## src/rtl/rxn_pkg.sv

```systemverilog
`timescale 1ns/1ps
package rxn_pkg;

  localparam int NDIG = 4;

  typedef enum logic [1:0] {
    ST_WAIT = 2'd0,
    ST_RUN  = 2'd1,
    ST_HALT = 2'd2
  } state_t;

  // active-low seven-segment code, bit 0 = a ... bit 6 = g
  function automatic logic [6:0] seg7_low(input logic [3:0] d);
    logic [6:0] on;
    case (d)
      4'd0:    on = 7'b0111111;
      4'd1:    on = 7'b0000110;
      4'd2:    on = 7'b1011011;
      4'd3:    on = 7'b1001111;
      4'd4:    on = 7'b1100110;
      4'd5:    on = 7'b1101101;
      4'd6:    on = 7'b1111101;
      4'd7:    on = 7'b0000111;
      4'd8:    on = 7'b1111111;
      4'd9:    on = 7'b1101111;
      default: on = 7'b0000000;
    endcase
    return ~on;
  endfunction

endpackage

```

## src/rtl/rxn_sync.sv

```systemverilog
`timescale 1ns/1ps
module rxn_sync #(
  parameter int STAGES = 2
) (
  input  logic clk,
  input  logic rst_n,
  input  logic d,
  output logic q
);

  logic [STAGES-1:0] sr_q;
  logic [STAGES-1:0] sr_d;

  always_comb begin
    sr_d = {sr_q[STAGES-2:0], d};
  end

  always_ff @(posedge clk or negedge rst_n) begin
    if (!rst_n) sr_q <= '0;
    else        sr_q <= sr_d;
  end

  assign q = sr_q[STAGES-1];

endmodule

```

## src/rtl/rxn_ctrl.sv

```systemverilog
`timescale 1ns/1ps
module rxn_ctrl
  import rxn_pkg::*;
#(
  parameter int DLY_W  = 8,
  parameter int MS_CYC = 50000
) (
  input  logic             clk,
  input  logic             rst_n,
  input  logic [DLY_W-1:0] delay_sw,
  input  logic             stop_s,
  output logic             led_on,
  output logic             tick,
  output state_t           state,
  output logic [DLY_W-1:0] dly_cnt
);

  localparam int PRE_W = (MS_CYC > 1) ? $clog2(MS_CYC) : 1;
  localparam logic [PRE_W-1:0] PRE_LAST = PRE_W'(MS_CYC - 1);

  state_t             state_q, state_d;
  logic [DLY_W-1:0]   dly_q, dly_d;
  logic [PRE_W-1:0]   pre_q, pre_d;
  logic               dly_en, pre_en;
  logic               stop_q;
  logic               stop_rise;

  assign stop_rise = stop_s & ~stop_q;

  always_comb begin
    state_d = state_q;
    dly_en  = 1'b0;
    dly_d   = dly_q + 1'b1;
    pre_en  = 1'b0;
    pre_d   = pre_q;
    tick    = 1'b0;
    case (state_q)
      ST_WAIT: begin
        if (dly_q == delay_sw) begin
          state_d = ST_RUN;
          pre_en  = 1'b1;
          pre_d   = '0;
        end else begin
          dly_en = 1'b1;
        end
      end
      ST_RUN: begin
        if (stop_rise) begin
          state_d = ST_HALT;
        end else begin
          pre_en = 1'b1;
          if (pre_q == PRE_LAST) begin
            pre_d = '0;
            tick  = 1'b1;
          end else begin
            pre_d = pre_q + 1'b1;
          end
        end
      end
      ST_HALT: state_d = ST_HALT;
      default: state_d = ST_WAIT;
    endcase
  end

  always_ff @(posedge clk or negedge rst_n) begin
    if (!rst_n) begin
      state_q <= ST_WAIT;
      dly_q   <= '0;
      pre_q   <= '0;
      stop_q  <= 1'b0;
    end else begin
      state_q <= state_d;
      stop_q  <= stop_s;
      if (dly_en) dly_q <= dly_d;
      if (pre_en) pre_q <= pre_d;
    end
  end

  assign led_on  = (state_q == ST_RUN);
  assign state   = state_q;
  assign dly_cnt = dly_q;

endmodule

```

## src/rtl/rxn_bcd_cnt.sv

```systemverilog
`timescale 1ns/1ps
module rxn_bcd_cnt #(
  parameter int NDIG = 4
) (
  input  logic            clk,
  input  logic            rst_n,
  input  logic            inc,
  output logic [NDIG*4-1:0] bcd
);

  logic [NDIG-1:0] is9;
  logic [NDIG:0]   carry;
  logic            full;

  assign carry[0] = inc;
  assign full     = &is9;

  for (genvar i = 0; i < NDIG; i++) begin : g_dig
    logic [3:0] dig_q, dig_d;
    logic       dig_en;

    assign is9[i]     = (dig_q == 4'd9);
    assign carry[i+1] = carry[i] & is9[i];
    assign dig_en     = carry[i] & ~full;

    always_comb begin
      dig_d = is9[i] ? 4'd0 : dig_q + 4'd1;
    end

    always_ff @(posedge clk or negedge rst_n) begin
      if (!rst_n)      dig_q <= 4'd0;
      else if (dig_en) dig_q <= dig_d;
    end

    assign bcd[i*4 +: 4] = dig_q;
  end

endmodule

```

## src/rtl/rxn_seg7.sv

```systemverilog
`timescale 1ns/1ps
module rxn_seg7
  import rxn_pkg::*;
(
  input  logic [3:0] digit,
  output logic [6:0] seg_n
);

  always_comb begin
    seg_n = seg7_low(digit);
  end

endmodule

```

## src/rtl/rxn_timer.sv

```systemverilog
`timescale 1ns/1ps
module rxn_timer
  import rxn_pkg::*;
#(
  parameter int DLY_W  = 8,
  parameter int MS_CYC = 50000
) (
  input  logic             clk,
  input  logic             start_key,
  input  logic             stop_key,
  input  logic [DLY_W-1:0] delay_sw,
  output logic [6:0]       seg_d0,
  output logic [6:0]       seg_d1,
  output logic [6:0]       seg_d2,
  output logic [6:0]       seg_d3,
  output logic [1:0]       led
);

  logic               rst_i;
  logic               stop_s;
  logic               led_on;
  logic               tick_w;
  state_t             state_w;
  logic [DLY_W-1:0]   dly_w;
  logic [NDIG*4-1:0]  bcd_w;
  logic [6:0]         seg_arr [NDIG];

  // start key: asynchronous clear, synchronous release
  rxn_sync #(.STAGES(2)) u_rst_sync (
    .clk  (clk),
    .rst_n(start_key),
    .d    (1'b1),
    .q    (rst_i)
  );

  rxn_sync #(.STAGES(2)) u_stop_sync (
    .clk  (clk),
    .rst_n(rst_i),
    .d    (stop_key),
    .q    (stop_s)
  );

  rxn_ctrl #(.DLY_W(DLY_W), .MS_CYC(MS_CYC)) u_ctrl (
    .clk     (clk),
    .rst_n   (rst_i),
    .delay_sw(delay_sw),
    .stop_s  (stop_s),
    .led_on  (led_on),
    .tick    (tick_w),
    .state   (state_w),
    .dly_cnt (dly_w)
  );

  rxn_bcd_cnt #(.NDIG(NDIG)) u_bcd (
    .clk  (clk),
    .rst_n(rst_i),
    .inc  (tick_w),
    .bcd  (bcd_w)
  );

  for (genvar g = 0; g < NDIG; g++) begin : g_seg
    rxn_seg7 u_seg (
      .digit(bcd_w[g*4 +: 4]),
      .seg_n(seg_arr[g])
    );
  end

  assign seg_d0 = seg_arr[0];
  assign seg_d1 = seg_arr[1];
  assign seg_d2 = seg_arr[2];
  assign seg_d3 = seg_arr[3];
  assign led    = {1'b0, led_on};

endmodule

```

## config.mk

```make
export PLATFORM = sky130hd
export DESIGN_NAME = rxn_timer
export DESIGN_NICKNAME = d
export VERILOG_FILES = /design/src/rtl/rxn_pkg.sv /design/src/rtl/rxn_sync.sv /design/src/rtl/rxn_ctrl.sv /design/src/rtl/rxn_bcd_cnt.sv /design/src/rtl/rxn_seg7.sv /design/src/rtl/rxn_timer.sv
export SDC_FILE = /design/constraint.sdc
export NUM_CORES = 1
export LEC_CHECK = 0
export CAP_MARGIN = 20
export CORE_ASPECT_RATIO = 0.7
export CORE_MARGIN = 1
export CORE_UTILIZATION = 30
export DETAILED_ROUTE_END_ITERATION = 10
export DONT_BUFFER_PORTS = 1
export PLACE_DENSITY = 0.44
export SKIP_LAST_GASP = 1
export SLEW_MARGIN = 25
export SYNTH_ARGS = -nofsm -noshare
export SYNTH_HDL_FRONTEND = slang
export SYNTH_SLANG_ARGS = --single-unit
```

## constraint.sdc

```tcl
create_clock -name clk -period 1.7 [get_ports clk]
set_clock_uncertainty 0.15 [all_clocks]
set_input_delay 0.425 -clock clk [delete_from_list [all_inputs] [get_ports clk]]
set_output_delay 0.425 -clock clk [all_outputs]
set_load 0.05 [all_outputs]
```

# ---- After elaboration in Yosys (flattened, before gate mapping)
# Memory sizes are Yosys's and may differ from the RTL's.
# Index checks and enable logic that the tools add are counted.
dict set report totals {
  memories 4
  out_inout_bits 30
  word_cells 69
  romBits 448
  reg_bits 47
}
dict set report classes {
  addsub 6
  n_bitwise 14
  n_reduce_logical 5
  n_eq_ne 11
  muxes 19
}
# name words width rd rd_ports_with_merged_regs wr line_no
set memory_table {}
lappend memory_table {{(no name shown)} 16 7 1 0 0 rxn_pkg.sv:15} ;# case (d)
lappend memory_table {{(no name shown)} 16 7 1 0 0 rxn_pkg.sv:15}
lappend memory_table {{(no name shown)} 16 7 1 0 0 rxn_pkg.sv:15}
lappend memory_table {{(no name shown)} 16 7 1 0 0 rxn_pkg.sv:15}
# operator n
set op_table {}
lappend op_table {{$mux W16} 3}
lappend op_table {{$pmux W16 S2} 1}
lappend op_table {{$not A7 Y7} 4}
lappend op_table {{$add A16 B1 Y16 const B} 1}
lappend op_table {{$add A4 B1 Y4 const B} 4}
lappend op_table {{$eq A16 B16 Y1 const B} 1}
lappend op_table {{$eq A4 B4 Y1 const B} 4}
lappend op_table {{$mux W4} 4}
lappend op_table {{$add A8 B1 Y8 const B} 1}
lappend op_table {{$and A1 B1 Y1} 8}
lappend op_table {{$eq A8 B8 Y1} 1}
lappend op_table {{$reduce_and A4 Y1} 2}
lappend op_table {{$mux W1} 7}
lappend op_table {{$pmux W2 S3} 1}
lappend op_table {{$mux W2} 2}
lappend op_table {{$ne A2 B1 Y1 const B} 2}
lappend op_table {{$eq A2 B1 Y1 const B} 1}
lappend op_table {{$eq A2 B2 Y1 const B} 1}
lappend op_table {{$logic_not A2 Y1} 1}
lappend op_table {{$ne A2 B2 Y1 const B} 1}
lappend op_table {{$not A1 Y1} 2}
lappend op_table {{$pmux W1 S2} 1}
lappend op_table {{$reduce_and A2 Y1} 1}
lappend op_table {{$reduce_bool A2 Y1} 1}

# ---- Depth between registers and ports, before layout
dict set report logic_depth {
  depth_word 8
  mapped_depth 8
  ltp_nobuf 7
}

# ---- Cells and area by module
# From an unflattened synthesis, not the netlist that was laid out.
dict set report unflattened {
  hier_cells 355
  area_unflattened_um2 3305.7
}
# module instances seq_area_each_um2 area_each_um2 cells_per_inst
set modules_own_cells {}
lappend modules_own_cells {rxn_ctrl 1 675.6 1626.6 157}
lappend modules_own_cells {rxn_bcd_cnt 1 400.4 814.5 79}
lappend modules_own_cells {{rxn_seg7 at g_seg[0].u_seg ...} 3 0.0 190.2 28}
lappend modules_own_cells {{rxn_seg7 at g_seg[2].u_seg} 1 0.0 171.4 27}
lappend modules_own_cells {rxn_sync 2 50.0 50.0 2}
lappend modules_own_cells {rxn_timer 1 0.0 22.5 4}

# ---- Worst setup path after synthesis
# Ideal clock, no wire load.
dict set report synth_timing {
  path_kind {flip-flop to output port}
  start {register u_bcd.g_dig[3].dig_q[3]}
  end {output port seg_d3[1]}
  t_arrival_ps 1840
  setup_slack_ps -715
  path_stages_with_launch 4
  path_cell_list {dfrtp_1 -> clkbuf_1 -> inv_1 -> o21ai_0}
}
dict set report synth_between {
  elab_chain_len 2
}
# element line_no
set synth_rtl {}
lappend synth_rtl {{from (decl)} rxn_bcd_cnt.sv:19} ;# logic [3:0] dig_q, dig_d;
lappend synth_rtl {{from (signal assigned)} rxn_bcd_cnt.sv:32} ;# else if (dig_en) dig_q <= dig_d;
lappend synth_rtl {{$mem_v2 Z16 W7} n/a}
lappend synth_rtl {{$not A7 Y7} rxn_pkg.sv:28} ;# return ~on;
lappend synth_rtl {{to (decl)} rxn_timer.sv:15} ;# output logic [6:0] seg_d3,
# Every way passes these cells.

# ---- Worst setup path in the final report
dict set report layout_timing {
  start {register u_bcd.g_dig[1].dig_q[1]}
  end {output port seg_d1[3]}
}
dict set report layout_between {
  elab_chain_len 2
}
# element line_no
set layout_rtl {}
lappend layout_rtl {{from (decl)} rxn_bcd_cnt.sv:19}
lappend layout_rtl {{from (signal assigned)} rxn_bcd_cnt.sv:32}
lappend layout_rtl {{$mem_v2 Z16 W7} n/a}
lappend layout_rtl {{$not A7 Y7} rxn_pkg.sv:28}
lappend layout_rtl {{to (decl)} rxn_timer.sv:13} ;# output logic [6:0] seg_d1,
# Every way passes these cells.

==> metrics.cfg <==
[power_and_ir_drop]
peakVddDrop_mv=0.7521
p_switching_mw=1.930
power_frac_clock_pct=22.7
pwr-share-seq_pct=27.4
power.internal_mw=3.322
power.density_mw_per_mm2=742.1
pwr-share-comb_pct=49.9
switching_share_pct=36.74
p_leak_nw=2.985

[final_layout]
finish.utilization_pct=67.33
fillCellCount=754
antennaDiodeCount=0
mostFrequentLayoutCell=buf_4
syn_to_final_growth_pct=115.3
layout-drive-gt1-share_pct=72.15
layout_common_cells=buf_4, buf_6, dfrtp_1, buf_12, ha_4
final_nets=595

[grt]
grt_antenna_before_repair=0
first_global_vias=3516
grt-ovfl-total=0
grt_max_degree=46
grt_pass1_wl_mm=17.92
grt_usage_pct=20.07

[worst_setup_path]
crit_arrival_ns=1.64
cp-start-kind=flip-flop
cp.required_ns=1.12
path_buf_inv=3
cp_slowest_cell=dfrtp_2
crit_fanout=4
path_cells=inv_4, buf_6, ha_4, or2_4, a21oi_4, nor2_4, buf_12
critical_path_class=reg -> out
cp-end-kind=primary output
rrSetupSlack_ns=-0.47
max_stage_delay_ns=0.42
critPathTopFamily=flip-flops

[floorplan]
die-area_mm2=0.01139
die_h_um=89.58
io_pins=41
core_area_mm2=0.01051
die_w_um=127.1
row_count=31
start_util_pct=31.27

[sta]
hold_viol=0
fmax_mhz=451.3
finalCritPeriodShare_pct=130.4
setup_viol=70
rsz0062_at_grt=yes
min_period_ns=2.216
maxSlewViolCount=0
fin_ws_ns=-0.5160

[clock_tree]
cts_num_sinks=47
cts_tree=built
clkLatencyLatePin_ns=0.29
cts.path.max_buffers=2
path_clk_slew_ns=0.07
cts_root_buf=clkbuf_16
cts_made_buffers=5
htreeDepth=2

[placement]
hpwl_mm=6.792
portBuffers=0
gp_congestion=0.7769
pre_cts_ws_ns=-0.4063

[synthesis]
synthesis.nets=408
synth_flop_cell=dfrtp_1
avgSynthCellArea_um2=9.005
ys_ff_latch=47
yosysWarnings=0
async_reset_ff_share_pct=100.0
synth_area_mm2=0.003287
yosysUniqueCellTypes=55
synthCells=365
synth_edf_count=0
ys_seq_area_share_pct=35.78

[drt]
drtAntennaViolNets=0
routed_wl_mm=11.09
vias=3461
drt_iter0_markers=96
drc=0
firstDrtPassIters=4
wl_per_cell_um=15.82
viasPerCell=4.937

[run_status]
status=finished, violations left
violations=negative setup slack

[worst_hold_path]
min_path_type=reg -> async

[run]
maxCapViolCount=0

## layer usage
| metal | track usage, % | vias to the layer above | part of all wire [%] |
|---|---|---|---|
| met2 | 33.77 | 67 | 49 |
| met1 | 27.39 | 1706 | 47 |
| met5 | 0 | - | 0 |
| li1 | - | 1679 | - |
| met3 | 3.732 | 9 | 3.3 |
| met4 | 3.788 | 0 | 0.49 |
## power groups by stage
stage	Combinational [mW]	Clock (mW)	Sequential (mW)
after global placement	1.60	0	1.44
after floorplan	0.958	0	1.49
after detailed placement	1.62	0	1.44
after global routing	2.78	1.25	1.46
after CTS	2.44	1.21	1.43
final	2.62	1.19	1.44
## path summary, 6_finish.rpt
check                                        start                      end  cells after the start
setup / recovery           u_bcd.g_dig[1].dig_q[1]                seg_d1[3]                      7
hold / removal                  u_rst_sync.sr_q[1]        u_ctrl.dly_cnt[2]                      1
setup reg to reg                   u_ctrl.pre_q[0]  u_bcd.g_dig[3].dig_q[2]                      7
hold reg to reg                 u_rst_sync.sr_q[1]        u_ctrl.dly_cnt[2]                      1
max in group asynchronous       u_rst_sync.sr_q[1]  u_bcd.g_dig[0].dig_q[0]                      1
min in group clk               u_stop_sync.sr_q[0]      u_stop_sync.sr_q[1]                      0
## area by class of cell
class	count	area, µm²	share of cell area [%]
multi-input cells	279	3328	47.03
clock buffers	6	138.9	1.963
repair buffers	194	2044	28.89
flip-flops and latches	47	1189	16.80
clock inverters	2	35.03	0.4950
well taps	148	185.2	2.617
inverters	25	156.4	2.210
## metrics by stage
| stage | std cells | instance area, µm² | hold slack (ns) | power, mW | TNS (ns) |
|---|---|---|---|---|---|
| 3_3_place_gp | 641 | 5469 | -0.02053 | 3.038 | -13.94 |
| 5_1_grt | 701 | 7077 | 0.1326 | 5.492 | -27.02 |
| 2_1_floorplan | 365 | 3996 | -0.02059 | 2.452 | -8.741 |
| 6_report | 701 | 7077 | 0.09322 | 5.252 | -21.87 |
| 3_5_place_dp | 641 | 5469 | -0.02054 | 3.059 | -14.76 |
| 4_1_cts | 687 | 6753 | 0.002014 | 5.079 | -21.73 |
## synthesized netlist by cell type, types with 3 or more instances
cell type   n  area [µm²]
mux2_2      3       33.78
clkbuf_1    8       30.03
dfrtp_1    47        1176
ha_1       32       400.4
nor2_1     23       86.33
nor3_1     12       60.06
o31ai_1     9       67.56
xor2_1     10       87.58
and3_1      6       37.54
nand3b_1    4       30.03
a22oi_1     4       30.03
a21boi_0    4       30.03
a211o_1     3       26.28
nor4_1      6       37.54
buf_2       4       20.02
or2_2       7       43.79
nand4_1     8       50.05
a21oi_1    26       130.1
nand2_1    28       105.1
nand2b_1    4       25.02
xnor2_1     9       78.83
o21ai_0    24       120.1
a31oi_1     4       25.02
inv_1      24       90.09
nand3_1    10       50.05
a211oi_1    6       45.04
## cells by family (layout without fill, tap and decap cells)
logic type      after synthesis  in the layout  synth area share (%)
xor+xnor                     19             19                 5.063
mux                           6              6                 2.170
simple gates                124            125                 21.09
buf+inv                      40            227                 4.986
fa+ha+maj                    32             32                 12.18
compound gates               95             95                 18.50
other cells                   2              2                0.2285
flops                        47             47                 35.78
## registers in the layout (all words and copies together), names as in the netlist
register,flops
u_ctrl.state,2
u_ctrl.dly_cnt,8
u_bcd.g_dig.dig_q,16
u_stop_sync.sr_q,2
u_ctrl.pre_q,16
u_ctrl.stop_q,1
u_rst_sync.sr_q,2
## timing repair
| item | in CTS | in global routing |
|---|---|---|
| endpoints found under the setup margin | 71 | 71 |
| cloned | 4 | 0 |
| setup buffers | 35 | 18 |
| hold buffers | 1 | 1 |
| endpoints found under the hold margin | 2 | 1 |
| pin swaps | 72 | 47 |
| resized for setup | 176 | 55 |
(Power assumes the default switching activity.)
